## config.mk

```make
export PLATFORM = sky130hd
export DESIGN_NAME = flash_mode_ctrl
export DESIGN_NICKNAME = d
export VERILOG_FILES = /design/src/rtl/fmc_pkg.sv /design/src/rtl/fmc_ctrl.sv /design/src/rtl/fmc_dp.sv /design/src/rtl/flash_mode_ctrl.sv
export SDC_FILE = /design/constraint.sdc
export NUM_CORES = 1
export LEC_CHECK = 0
export BUFFER_PORTS_ARGS = -buffer_cell sky130_fd_sc_hd__buf_2
export CAP_MARGIN = 20
export CORE_MARGIN = 3
export CORE_UTILIZATION = 45
export DETAILED_ROUTE_END_ITERATION = 7
export PLACE_DENSITY = 0.91
export SLEW_MARGIN = 20
export SYNTH_ARGS = -nofsm -noshare
export SYNTH_HDL_FRONTEND = slang
export SYNTH_SLANG_ARGS = --single-unit
```

## constraint.sdc

```tcl
create_clock -name clk -period 4.45 [get_ports clk]
set_clock_uncertainty 0.15 [all_clocks]
set_input_delay 0.445 -clock clk [delete_from_list [all_inputs] [get_ports clk]]
set_output_delay 0.445 -clock clk [all_outputs]
set_load 0.05 [all_outputs]
```

## src/rtl/fmc_pkg.sv

```systemverilog
package fmc_pkg;
  typedef enum logic [1:0] {
    MODE_ARRAY = 2'd0,
    MODE_SUSP  = 2'd1,
    MODE_QUERY = 2'd2,
    MODE_IDENT = 2'd3
  } mode_e;

  typedef struct packed {
    logic identOn;
    logic readOn;
  } dpCtl_t;

  localparam logic [7:0] MFR_CODE = 8'hC2;
endpackage

```

## src/rtl/fmc_ctrl.sv

```systemverilog
module fmc_ctrl
  import fmc_pkg::*;
#(
  parameter int MIN_W = 3
) (
  input  logic   clk,
  input  logic   rstN,
  input  logic   ceN,
  input  logic   weN,
  input  logic   oeN,
  input  logic   addrBit6,
  input  logic   addrBit1,
  input  logic   idCmd,
  input  logic   rstCmd,
  input  logic   qryCmd,
  input  logic   suspCmd,
  input  logic   resumeCmd,
  input  logic   hvPin,
  input  logic   supplyOk,
  output mode_e  mode,
  output dpCtl_t dpCtl
);
  localparam int CNT_W = $clog2(MIN_W + 1);
  localparam logic [CNT_W-1:0] CNT_MAX = CNT_W'(MIN_W);

  logic [1:0] ceSync, weSync, oeSync;
  logic ceS, weS, oeS;
  logic writeLow, readLow, wrAccept, hvEnter, hvExit;
  logic [CNT_W-1:0] lowCnt;
  logic priorSusp, hvMode;
  mode_e nextMode, restoreMode;
  logic nextPrior, nextHv;

  always_ff @(posedge clk or negedge rstN) begin
    if (!rstN) begin
      ceSync <= 2'b11;
      weSync <= 2'b11;
      oeSync <= 2'b11;
    end else begin
      ceSync <= {ceSync[0], ceN};
      weSync <= {weSync[0], weN};
      oeSync <= {oeSync[0], oeN};
    end
  end

  assign ceS = ceSync[1];
  assign weS = weSync[1];
  assign oeS = oeSync[1];
  assign writeLow = !ceS && !weS && oeS;
  assign readLow  = !ceS && !oeS;

  always_ff @(posedge clk or negedge rstN) begin
    if (!rstN)                      lowCnt <= '0;
    else if (!supplyOk || !writeLow) lowCnt <= '0;
    else if (lowCnt != CNT_MAX)      lowCnt <= lowCnt + 1'b1;
  end

  assign wrAccept = supplyOk && !writeLow && (lowCnt == CNT_MAX);
  assign hvEnter  = supplyOk && hvPin && !hvMode && readLow && !addrBit6 && !addrBit1 &&
                    (mode == MODE_ARRAY || mode == MODE_SUSP);
  assign hvExit   = hvMode && !hvPin;
  assign restoreMode = priorSusp ? MODE_SUSP : MODE_ARRAY;

  always_comb begin
    nextMode  = mode;
    nextPrior = priorSusp;
    nextHv    = hvMode;
    if (!supplyOk) begin
      nextMode  = MODE_ARRAY;
      nextPrior = 1'b0;
      nextHv    = 1'b0;
    end else if (hvExit) begin
      nextMode = restoreMode;
      nextHv   = 1'b0;
    end else if (wrAccept) begin
      if (rstCmd) begin
        if (mode == MODE_IDENT || mode == MODE_QUERY) nextMode = restoreMode;
        nextHv = 1'b0;
      end else if (idCmd) begin
        if (mode != MODE_IDENT) begin
          nextMode = MODE_IDENT;
          if (mode != MODE_QUERY) nextPrior = (mode == MODE_SUSP);
        end
      end else if (qryCmd) begin
        if (mode == MODE_ARRAY || mode == MODE_SUSP) begin
          nextMode  = MODE_QUERY;
          nextPrior = (mode == MODE_SUSP);
        end
      end else if (suspCmd) begin
        if (mode == MODE_ARRAY) nextMode = MODE_SUSP;
      end else if (resumeCmd) begin
        if (mode == MODE_SUSP) nextMode = MODE_ARRAY;
      end
    end else if (hvEnter) begin
      nextMode  = MODE_IDENT;
      nextPrior = (mode == MODE_SUSP);
      nextHv    = 1'b1;
    end
  end

  always_ff @(posedge clk or negedge rstN) begin
    if (!rstN) begin
      mode      <= MODE_ARRAY;
      priorSusp <= 1'b0;
      hvMode    <= 1'b0;
    end else begin
      mode      <= nextMode;
      priorSusp <= nextPrior;
      hvMode    <= nextHv;
    end
  end

  assign dpCtl.identOn = (mode == MODE_IDENT);
  assign dpCtl.readOn  = readLow;

  assert_supply_hold_R8: assert property (@(posedge clk) disable iff (!rstN)
    !supplyOk |=> (mode == MODE_ARRAY));

  assert_no_stray_change_R2: assert property (@(posedge clk) disable iff (!rstN)
    (supplyOk && !wrAccept && !hvEnter && !hvExit) |=> $stable(mode));

  assert_ident_entry_R4: assert property (@(posedge clk) disable iff (!rstN)
    (supplyOk && !hvExit && wrAccept && idCmd && !rstCmd) |=> (mode == MODE_IDENT));

  assert_hv_leave_R7: assert property (@(posedge clk) disable iff (!rstN)
    (supplyOk && hvExit) |=> (mode != MODE_IDENT));

  assert_accept_after_low_R3: assert property (@(posedge clk) disable iff (!rstN)
    wrAccept |-> $past(writeLow));
endmodule

```

## src/rtl/fmc_dp.sv

```systemverilog
module fmc_dp
  import fmc_pkg::*;
#(
  parameter int SEC_W = 3,
  parameter logic [7:0] DEV_ID = 8'hBA,
  parameter logic [(1<<SEC_W)-1:0] PROT_MAP = '0
) (
  input  dpCtl_t           dpCtl,
  input  logic [SEC_W-1:0] sector,
  input  logic [1:0]       addrLow,
  output logic [7:0]       dataOut,
  output logic             dataValid
);
  logic protBit;
  assign protBit = PROT_MAP[sector];

  always_comb begin
    dataOut   = 8'h00;
    dataValid = 1'b0;
    if (dpCtl.readOn && dpCtl.identOn) begin
      dataValid = 1'b1;
      if (addrLow[1])      dataOut = {7'b0, protBit};
      else if (addrLow[0]) dataOut = DEV_ID;
      else                 dataOut = MFR_CODE;
    end
  end

  always_comb begin
    if (dataValid) begin
      assert_ident_byte_R5: assert (dataOut == MFR_CODE || dataOut == DEV_ID || dataOut[7:1] == 7'b0);
    end
  end
endmodule

```

## src/rtl/flash_mode_ctrl.sv

```systemverilog
module flash_mode_ctrl
  import fmc_pkg::*;
#(
  parameter int ADDR_W = 18,
  parameter int SEC_W = 3,
  parameter int MIN_W = 3,
  parameter logic [7:0] DEV_ID = 8'hBA,
  parameter logic [(1<<SEC_W)-1:0] PROT_MAP = 8'b0010_0101
) (
  input  logic              clk,
  input  logic              rstN,
  input  logic              ceN,
  input  logic              weN,
  input  logic              oeN,
  input  logic [ADDR_W-1:0] addr,
  input  logic              idCmd,
  input  logic              rstCmd,
  input  logic              qryCmd,
  input  logic              suspCmd,
  input  logic              resumeCmd,
  input  logic              hvPin,
  input  logic              supplyOk,
  output logic [1:0]        modeOut,
  output logic [7:0]        dataOut,
  output logic              dataValid
);
  mode_e  mode;
  dpCtl_t dpCtl;
  logic   unusedAddr;

  assign unusedAddr = ^{addr[ADDR_W-SEC_W-1:7], addr[5:2]};

  fmc_ctrl #(.MIN_W(MIN_W)) i_ctrl (
    .clk(clk), .rstN(rstN), .ceN(ceN), .weN(weN), .oeN(oeN),
    .addrBit6(addr[6]), .addrBit1(addr[1]),
    .idCmd(idCmd), .rstCmd(rstCmd), .qryCmd(qryCmd), .suspCmd(suspCmd),
    .resumeCmd(resumeCmd), .hvPin(hvPin), .supplyOk(supplyOk),
    .mode(mode), .dpCtl(dpCtl)
  );

  fmc_dp #(.SEC_W(SEC_W), .DEV_ID(DEV_ID), .PROT_MAP(PROT_MAP)) i_dp (
    .dpCtl(dpCtl), .sector(addr[ADDR_W-1 -: SEC_W]), .addrLow(addr[1:0]),
    .dataOut(dataOut), .dataValid(dataValid)
  );

  assign modeOut = mode;
endmodule

```

==> summary by stage, run 1 <==
Layout
The final core utilization is about three fifths. After filler insertion, the fill cell instance count of the layout stands at 112. Leaving out fill and tap cells, the most frequent cell in the layout is sky130_fd_sc_hd__buf_2. The area growth from synthesis to layout is 21.0%. After routing the design area is about 850 µm². Of the cells placed in the final design, the portion with a size suffix greater than 1 is 46.7%. In the layout the commonest cells are 27 x sky130_fd_sc_hd__buf_2, 6 x sky130_fd_sc_hd__nand2_1, 6 x sky130_fd_sc_hd__dfstp_2, 6 x sky130_fd_sc_hd__dfrtp_1, 4 x sky130_fd_sc_hd__nor2_1. The net count of the finished layout is 122. The repair_antennas step left the layout with diodes totalling 0.

GRT
The first-pass GRT wire length is roughly 2100 µm. The number of global-route vias before repair is approximately 520. The maximum number of pins on one net before global-route repair is 13. Global routing finished with a remaining overflow of 0.

The number of antenna violations at the first check in global routing was 0. The global router's overall resource usage is 14.2%.

Routing
The pre-antenna-repair detailed-routing pass consisted of 4 iterations. For this run, design rule violations remaining after detail routing come to 0. Detailed routing inserted a total of ~580 vias. The per-cell routed wire length is about 12 µm. After detailed routing, the number of vias per cell comes to 5.53. The number of nets with antenna violations after detailed routing is 0. The aggregate routed wire length is between 1000 and 1500 µm. The number of DRC markers after the initial detailed-route iteration is 17.

CTS
In this run the number of H-tree levels came out at 1. The TritonCTS clock tree is yes. Counting every sink on the clock net gives 12. Clock tree synthesis inserted a total of 3 buffers.

The root buffer selected by CTS is sky130_fd_sc_hd__clkbuf_4. Clock-pin slew was measured on the worst setup and hold paths at ~0.07 ns. At the later pin of the worst-skew pair, clock insertion delay measures 0.27 ns. The number of resized instances in the post-cts repair step is 0.

The deepest clock path buffer count is 2.

Worst setup path
In this run the worst path has a maximum fanout of 9. The cell class contributing the biggest share of worst-path delay is simple AND/OR/NAND/NOR gates. At the worst endpoint, the required time is about 3.9 ns. The arrival time of the worst setup path is 1.75 ns. The buffer and inverter count on the worst path is 1. Traced cell by cell, the critical path runs through nand2_1, nor4_1, and2_1, buf_2. STA classifies the critical path endpoint as an output port. The path type of the worst setup path is reg2out. On the worst path, the slowest cell contributes a delay of around 0.5 ns. STA classifies the critical path startpoint as a flop. The slowest stage of the critical path belongs to the cell sky130_fd_sc_hd__dfrtp_1.

Run status
The run finished with clean final reports.

Logic synthesis
By area, the combinational part of the netlist is dominated by simple AND/OR/NAND/NOR gates. The synthesized netlist devotes under 10% of its cell area to XOR and XNOR gates. In the synthesized netlist the dominant register cell turns out to be sky130_fd_sc_hd__dfstp_2. The post-synthesis share of cell area spent on and, or, nand and nor gates is 25.3%. The synthesized-area fraction occupied by ao, oa, aoi and oai cells is between 10% and 20%. The register area share after synthesis is a little over two fifths. The number of synthesized flops with an enable pin is 0. The count of unique library cells instantiated by Yosys is 37.

After synthesis the cells add up to around 700 µm². A synthesized cell averages 11.0 µm². The post-synthesis register bit count is 12.

Summing the areas of all fa, ha and maj instances in the mapped netlist gives roughly 1.8% of the synthesized area. The mux contribution to synthesized area is 4.27%. The async set-or-reset flop fraction in the synthesized netlist is 100%. The number of synthesis warnings is 0. The synthesized instance count is 64. The number of nets in the synthesized netlist is between 90 and 100.

Pwr
Summed over all cells, the static leakage comes to about 0.45 nW. Of the total power, registers draw around 55%. In this run the power spent charging and discharging nets is between 0.05 and 0.06 mW. Combinational logic burns 14.6% of the power. The share of total power dissipated in the clock network is a little under a third.

In this run switching power makes up 25.7% of total power. In this run the power density over the cells is approximately 260 nW/µm². Internal power comes to 0.164 mW.

The highest ir drop seen on vdd is 0.206 mV.

Place
Routability-driven placement finished with a final weighted congestion of ~0.76. Summing all placed instances gives a cell area of roughly 800 µm². During placement, the flow inserted port buffers numbering 27. Detailed placement finished with a half-perimeter wire length of 1060 µm.

Timing
The final-layout setup total negative slack is 0 ns. Setup violations remaining at the end of the flow were counted as 0. The hold violation count in the final report is 0. Based on the critical path, the design can be clocked at up to about 0.43 GHz.

The number of max-slew violations in the final report was 0. Setup repair after global routing left no endpoint under its margin. After layout, the minimum clock period comes to roughly 2.3 ns.

Dividing the final minimum period by the clock period gives 52.8%.

Floorplan
The die is 45.5 µm tall. The area enclosed by the die boundary is 2070 µm². For this design the top-level I/O count stands at between 40 and 50. The area of the core is ~1400 µm². The initial utilization of the core area, before any placement, comes to between 50% and 60%. The floorplan has 13 rows. The width of the chip is roughly 46 µm.

Job
The number of maximum-capacitance violations is 0.

Hold path
The worst min-delay path category is in2reg.
[synthesized netlist by cell type, drive strengths merged (2+ instances only)]
master | instances | area [µm²]
buf | 6 | 42.5
dfrtp | 6 | 150
dfstp | 6 | 158
inv | 2 | 7.51
mux2i | 3 | 30.0
nand2 | 6 | 22.5
nand3b | 2 | 15.0
nor2 | 4 | 15.0
nor2b | 3 | 26.3
nor4 | 2 | 18.8
o2111ai | 2 | 23.8
o21ai | 2 | 10.0
[metal layers]
metal	vias up	share of wire, %	GRT usage, %
li1	279	-	-
met1	268	40	17.6
met2	32	47	22.8
met3	2	12	2.77
met4	0	1.8	7.60
met5	-	0	0
[through the flow]
step                hold slack [ns]  setup slack [ns]  power (mW)  instances
finish                        0.120              2.10       0.220        105
global route                  0.102              1.89       0.232        105
CTS                           0.107              2.05       0.224        105
detailed placement            0.176              2.31       0.154        100
global placement              0.171              2.37       0.153        100
floorplan                 -0.000591             0.362       0.140         64
[cells by family (layout without fill, tap and decap cells)]
kind of cell | after synthesis | in the layout
fa+ha+maj | 1 | 1
other cells | 1 | 1
xor+xnor | 1 | 1
buf+inv | 8 | 34
compound gates | 13 | 13
mux | 3 | 3
flops | 12 | 12
simple gates | 25 | 25
[state kept, by name, indices dropped and copies added (netlist names)]
| signal | count |
|---|---|
| i_ctrl.lowCnt | 2 |
| i_ctrl.ceSync | 2 |
| i_ctrl.mode | 2 |
| i_ctrl.priorSusp | 1 |
| i_ctrl.weSync | 2 |
| i_ctrl.oeSync | 2 |
| i_ctrl.hvMode | 1 |
[timing repair]
item	in CTS	in global routing
hold buffers	1	0
hold endpoints to repair	6	0
buffers inserted	0	0
[cell type report]
| class | count | area [µm²] | area share, % |
|---|---|---|---|
| repair buffers | 28 | 145 | 17.1 |
| multi-input cells | 44 | 345 | 40.6 |
| inverters | 2 | 7.51 | 0.882 |
| clock buffers | 4 | 26.3 | 3.09 |
| flip-flops and latches | 12 | 308 | 36.2 |
| well taps | 15 | 18.8 | 2.21 |
[worst reg2reg max path, delay by kind of cell (launching register included)]
kind,cells,cell delay [ns]
AOI/OAI and AO/OA,2,0.42
DFF,1,0.59
muxes,1,0.24
and+or+nand+nor,2,0.23
[power groups by stage]
| stage | combinational, mW | clock, mW | sequential, mW |
|---|---|---|---|
| after detailed placement | 0.0318 | 0 | 0.123 |
| after global routing | 0.0353 | 0.0752 | 0.121 |
| final | 0.0322 | 0.0672 | 0.121 |
| after CTS | 0.0327 | 0.0709 | 0.121 |
| after floorplan | 0.0150 | 0 | 0.125 |
| after global placement | 0.0310 | 0 | 0.122 |
[worst paths after layout]
check / from / endpoint / slack (ns) / cells past startpoint
hold reg to reg: i_ctrl.weSync[0]$_DFF_PN1_ / i_ctrl.weSync[1]$_DFF_PN1_ / 0.21 / 0
setup / recovery: i_ctrl.mode[1]$_DFFE_PN0P_ / dataOut[5] / 2.10 / 4
setup reg to reg: i_ctrl.ceSync[1]$_DFF_PN1_ / i_ctrl.priorSusp$_DFFE_PN0P_ / 2.76 / 5
hold / removal: oeN / i_ctrl.oeSync[0]$_DFF_PN1_ / 0.12 / 1
min in group asynchronous: rstN / i_ctrl.mode[1]$_DFFE_PN0P_ / 0.41 / 2
max in group asynchronous: rstN / i_ctrl.weSync[1]$_DFF_PN1_ / 3.48 / 2
(Power assumes the default switching activity.)
==> inputs of run 2 (changes only) <==
--- a/config.mk
+++ b/config.mk
@@ -5,12 +5,13 @@
 export SDC_FILE = /design/constraint.sdc
 export NUM_CORES = 1
 export LEC_CHECK = 0
+export ABC_AREA = 1
 export BUFFER_PORTS_ARGS = -buffer_cell sky130_fd_sc_hd__buf_2
 export CAP_MARGIN = 20
 export CORE_MARGIN = 3
-export CORE_UTILIZATION = 45
+export CORE_UTILIZATION = 39
 export DETAILED_ROUTE_END_ITERATION = 7
-export PLACE_DENSITY = 0.91
+export PLACE_DENSITY = 0.83
 export SLEW_MARGIN = 20
 export SYNTH_ARGS = -nofsm -noshare
 export SYNTH_HDL_FRONTEND = slang
==> constraint.sdc (replaced) <==
create_clock -name clk -period 2.1 [get_ports clk]
set_clock_uncertainty 0.15 [all_clocks]
set_input_delay 0.21 -clock clk [delete_from_list [all_inputs] [get_ports clk]]
set_output_delay 0.21 -clock clk [all_outputs]
set_load 0.05 [all_outputs]
==> run 2 against run 1 <==
Non-clock buffer count rose by 3; combinational power increased to 4.3 times the previous value; via count up 29%; highest routed layer unchanged; critical path type unchanged; cell count grew 48%; setup slack got worse by 1.8 ns; worst hold slack improved by 0.054 ns; register-to-register slack worse by 2.1 ns.
==> summary by stage, run 2 <==
Layout
The final core utilization is 53.4%. The library cells used most frequently in the layout, excluding fill and tap cells, are 27 x sky130_fd_sc_hd__buf_2, 20 x sky130_fd_sc_hd__nand2_1, 15 x sky130_fd_sc_hd__nor2_1. The share of final-layout standard cells stronger than drive strength 1 is between 30% and 40%. The filler cells instantiated in the layout total 180.

The number of antenna diodes in the final layout is 0. The register cell area after layout is 308 µm². The net count of the finished layout is roughly 160. The post-synthesis to final-layout area growth is 26.0%.

The most common library cell in the layout ignoring fill and taps is sky130_fd_sc_hd__buf_2. The area used by multi-input combinational logic is between 300 and 400 µm².

Worst setup path
The critical path launch point type is a flop. Of all nets on the critical path, the largest fanout is 5. The setup path with the least slack is of type reg2out. STA puts the critical path data required time at 1.74 ns. The nature of the critical path endpoint is an output port.

The number of cells on the worst reg-to-reg path is 8. At the worst endpoint, the arrival time is around 1.5 ns. The end point of the critical path is dataOut[5]. The reg2reg setup slack is approximately 0.63 ns. The startpoint of the most critical setup path is i_ctrl.ceSync[1]$_DFF_PN1_. The endpoint of the worst register-to-register path is i_ctrl.priorSusp$_DFFE_PN0P_. In this run the critical register-to-register path is launched from i_ctrl.lowCnt[0]$_DFFE_PN0P_.

GRT
The number of global-route vias before repair is a little over 700. The first-pass GRT wire length is between 2000 and 3000 µm. The maximum number of pins on one net before global-route repair is 13. Global routing finished with a remaining overflow of 0. The number of antenna violations at the first check in global routing is 0. The global router's overall resource usage is between 10% and 20%.

Timing
The number of max-slew violations in the final report is 0. After routing, the total negative slack on setup checks comes to 0 ns. Setup repair after global routing left no endpoint under its margin. The hold violation count in the final report is 0. The post-layout minimum cycle time is 1.84 ns. Hold timing on the final database bottoms out at a slack of between 0.15 and 0.2 ns.

The final-report setup violation count is 0. The final critical-path share of the clock period is about 87%. The smallest setup slack after layout is roughly 0.26 ns. Derived from the worst setup path, the maximum achievable clock frequency is 0.545 GHz.

Routing
The detailed-route via count is between 700 and 800. After detailed routing, the number of vias per cell comes to about 4.8. For this run, the detailed router's first-pass iteration total came to 4. The number of DRC markers after the initial detailed-route iteration is 11. Wires add up to approximately 1600 µm.

The number of nets with antenna violations after detailed routing is 0. In the routed design, unresolved DRC markers number 0. The per-cell routed wire length is around 10 µm.

Pwr
The highest ir drop seen on vdd is 0.394 mV. Summed over all cells, the static leakage comes to ~0.52 nW. The power density normalized to cell area is 579 nW/µm². The sum of internal, switching and leakage power is approximately 0.55 mW.

Hold path
The worst min-delay path category is in2reg.

Place
Buffers placed on the I/O ports in this run total 27. The total half-perimeter wirelength after legalization and detailed placement is ~1300 µm. The post-placement worst setup slack is 0.529 ns. The final weighted congestion in routability-driven placement is 0.809.

Logic synthesis
The most used flip-flop cell after synthesis is sky130_fd_sc_hd__dfstp_2. The average cell area after synthesis is ~7.6 µm². The library cell with the highest instance count after synthesis is sky130_fd_sc_hd__nand2_1.

The async set-or-reset flop fraction in the synthesized netlist is 100%. The top cell type by total area after synthesis is sky130_fd_sc_hd__dfstp_2. Counting every net in the synthesized netlist gives ~130. Counting every instance in the synthesized netlist gives 100.

The post-synthesis register bit count is 12. The count of unique library cells instantiated by Yosys is 24. After synthesis, the most frequently instantiated cells are 20 x sky130_fd_sc_hd__nand2_1, 15 x sky130_fd_sc_hd__nor2_1, 12 x sky130_fd_sc_hd__nand3_1. The number of synthesis warnings is 0.

The top-area cell type share of the netlist area is about a fifth. The synthesized design contains 0 enable-type register cells. Ranked by total cell area, the synthesized netlist is headed by sky130_fd_sc_hd__dfstp_2 21%, sky130_fd_sc_hd__dfrtp_1 20%, sky130_fd_sc_hd__nand2_1 9.9%, sky130_fd_sc_hd__nand3_1 7.9%, sky130_fd_sc_hd__nor2_1 7.5%. The combined area of all synthesized cells is between 700 and 800 µm². For this run, the register share of the synthesized area comes to 40.7%.

Floorplan
Measured along the y axis, the die boundary spans between 50 and 60 µm. The area of the core is 1780 µm². In this run the core area contains 15 standard-cell rows. The area enclosed by the die boundary is 2500 µm². The I/O pin count is 41. The initial core utilization is around 42%. Measured along the x axis, the die boundary spans 50.0 µm.

CTS
TritonCTS built the clock tree. Clock-pin slew was measured on the worst setup and hold paths at around 0.070 ns. Counting along the longest clock path gives a buffer depth of 2.

TritonCTS created 3 clock buffers. At the later pin of the worst-skew pair, clock insertion delay measures around 0.27 ns. The root buffer selected by CTS is sky130_fd_sc_hd__clkbuf_4. The clock net sink count is 12. The post-CTS setup buffer count is 0. In this run the number of H-tree levels came out at 1.

Run status
The run finished with clean final reports.

Job
The tool flagged a number of max-cap violations equal to 0.
[run 2: changes by cell type after synthesis, moves of 2 or more]
| cell | delta |
|---|---|
| sky130_fd_sc_hd__nand2_1 | +14 |
| sky130_fd_sc_hd__nand2_2 | +4 |
| sky130_fd_sc_hd__inv_1 | +7 |
| sky130_fd_sc_hd__o21ai_1 | +2 |
| sky130_fd_sc_hd__nor2b_1 | -2 |
| sky130_fd_sc_hd__nor2_1 | +11 |
| sky130_fd_sc_hd__o21ai_0 | +3 |
| sky130_fd_sc_hd__mux2i_1 | -2 |
| sky130_fd_sc_hd__nand3_1 | +11 |
| sky130_fd_sc_hd__nand3b_1 | -2 |
| sky130_fd_sc_hd__nand3_2 | +2 |
[run 2: cells by family after synthesis]
group                    count (synthesis)  share of synthesized area (%)
AND/OR/NAND/NOR                         57                           34.3
buffers and inverters                   16                           11.3
flip-flops                              12                           40.7
AO/OA/AOI/OAI                           11                           9.11
adder cells (fa/ha/maj)                  1                           1.66
other                                    1                          0.496
XOR/XNOR                                 1                           1.16
multiplexers                             1                           1.32
[run 2: timing repair]
item,CTS,global route
gates resized for setup,0,0
hold buffers,4,0
endpoints found under the hold margin,15,0
[run 2: area by class of cell]
| type | count | share of cell area [%] |
|---|---|---|
| clock buffers | 4 | 2.76 |
| inverters | 11 | 4.60 |
| repair buffers | 31 | 18.4 |
| multi-input cells | 72 | 38.6 |
| flip-flops and latches | 12 | 32.3 |
| well taps | 25 | 3.29 |
[run 2: how the worst min path moves through the flow]
stage	startpoint	end	slack, ns	cells past startpoint
2_1_floorplan	rstN	i_ctrl.hvMode$_DFFE_PN0P_	-0.24	0
3_3_place_gp	rstN	i_ctrl.lowCnt[1]$_DFFE_PN0P_	-0.06	1
3_5_place_dp	rstN	i_ctrl.lowCnt[0]$_DFFE_PN0P_	-0.06	1
4_1_cts	supplyOk	i_ctrl.lowCnt[0]$_DFFE_PN0P_	0.17	3
5_1_grt	supplyOk	i_ctrl.lowCnt[0]$_DFFE_PN0P_	0.20	3
6_report	supplyOk	i_ctrl.lowCnt[1]$_DFFE_PN0P_	0.17	3
[run 2: metal layers]
| layer | share of wire [%] | up-vias | track usage, % |
|---|---|---|---|
| li1 | - | 376 | - |
| met1 | 44 | 339 | 16.4 |
| met2 | 48 | 32 | 25.7 |
| met3 | 6.7 | 2 | 1.51 |
| met4 | 1.1 | 0 | 6.91 |
| met5 | 0 | - | 0 |
[run 2: critical path, stage by stage (launching register included)]
cell	delay [ns]
sky130_fd_sc_hd__dfstp_2	0.37
sky130_fd_sc_hd__nor2_1	0.16
sky130_fd_sc_hd__nand3_1	0.19
sky130_fd_sc_hd__nor2_1	0.20
sky130_fd_sc_hd__buf_2	0.30
[run 2: through the flow]
stage	instance area (µm²)	cells
floorplan	761	100
global placement	886	147
detailed placement	886	147
CTS	952	155
global route	952	155
finish	952	155
[run 2: power by group]
part / internal [mW] / switching (mW)
Combinational: 0.0472 / 0.0913
Sequential: 0.252 / 0.0198
Clock: 0.0734 / 0.0671
Total: 0.373 / 0.178
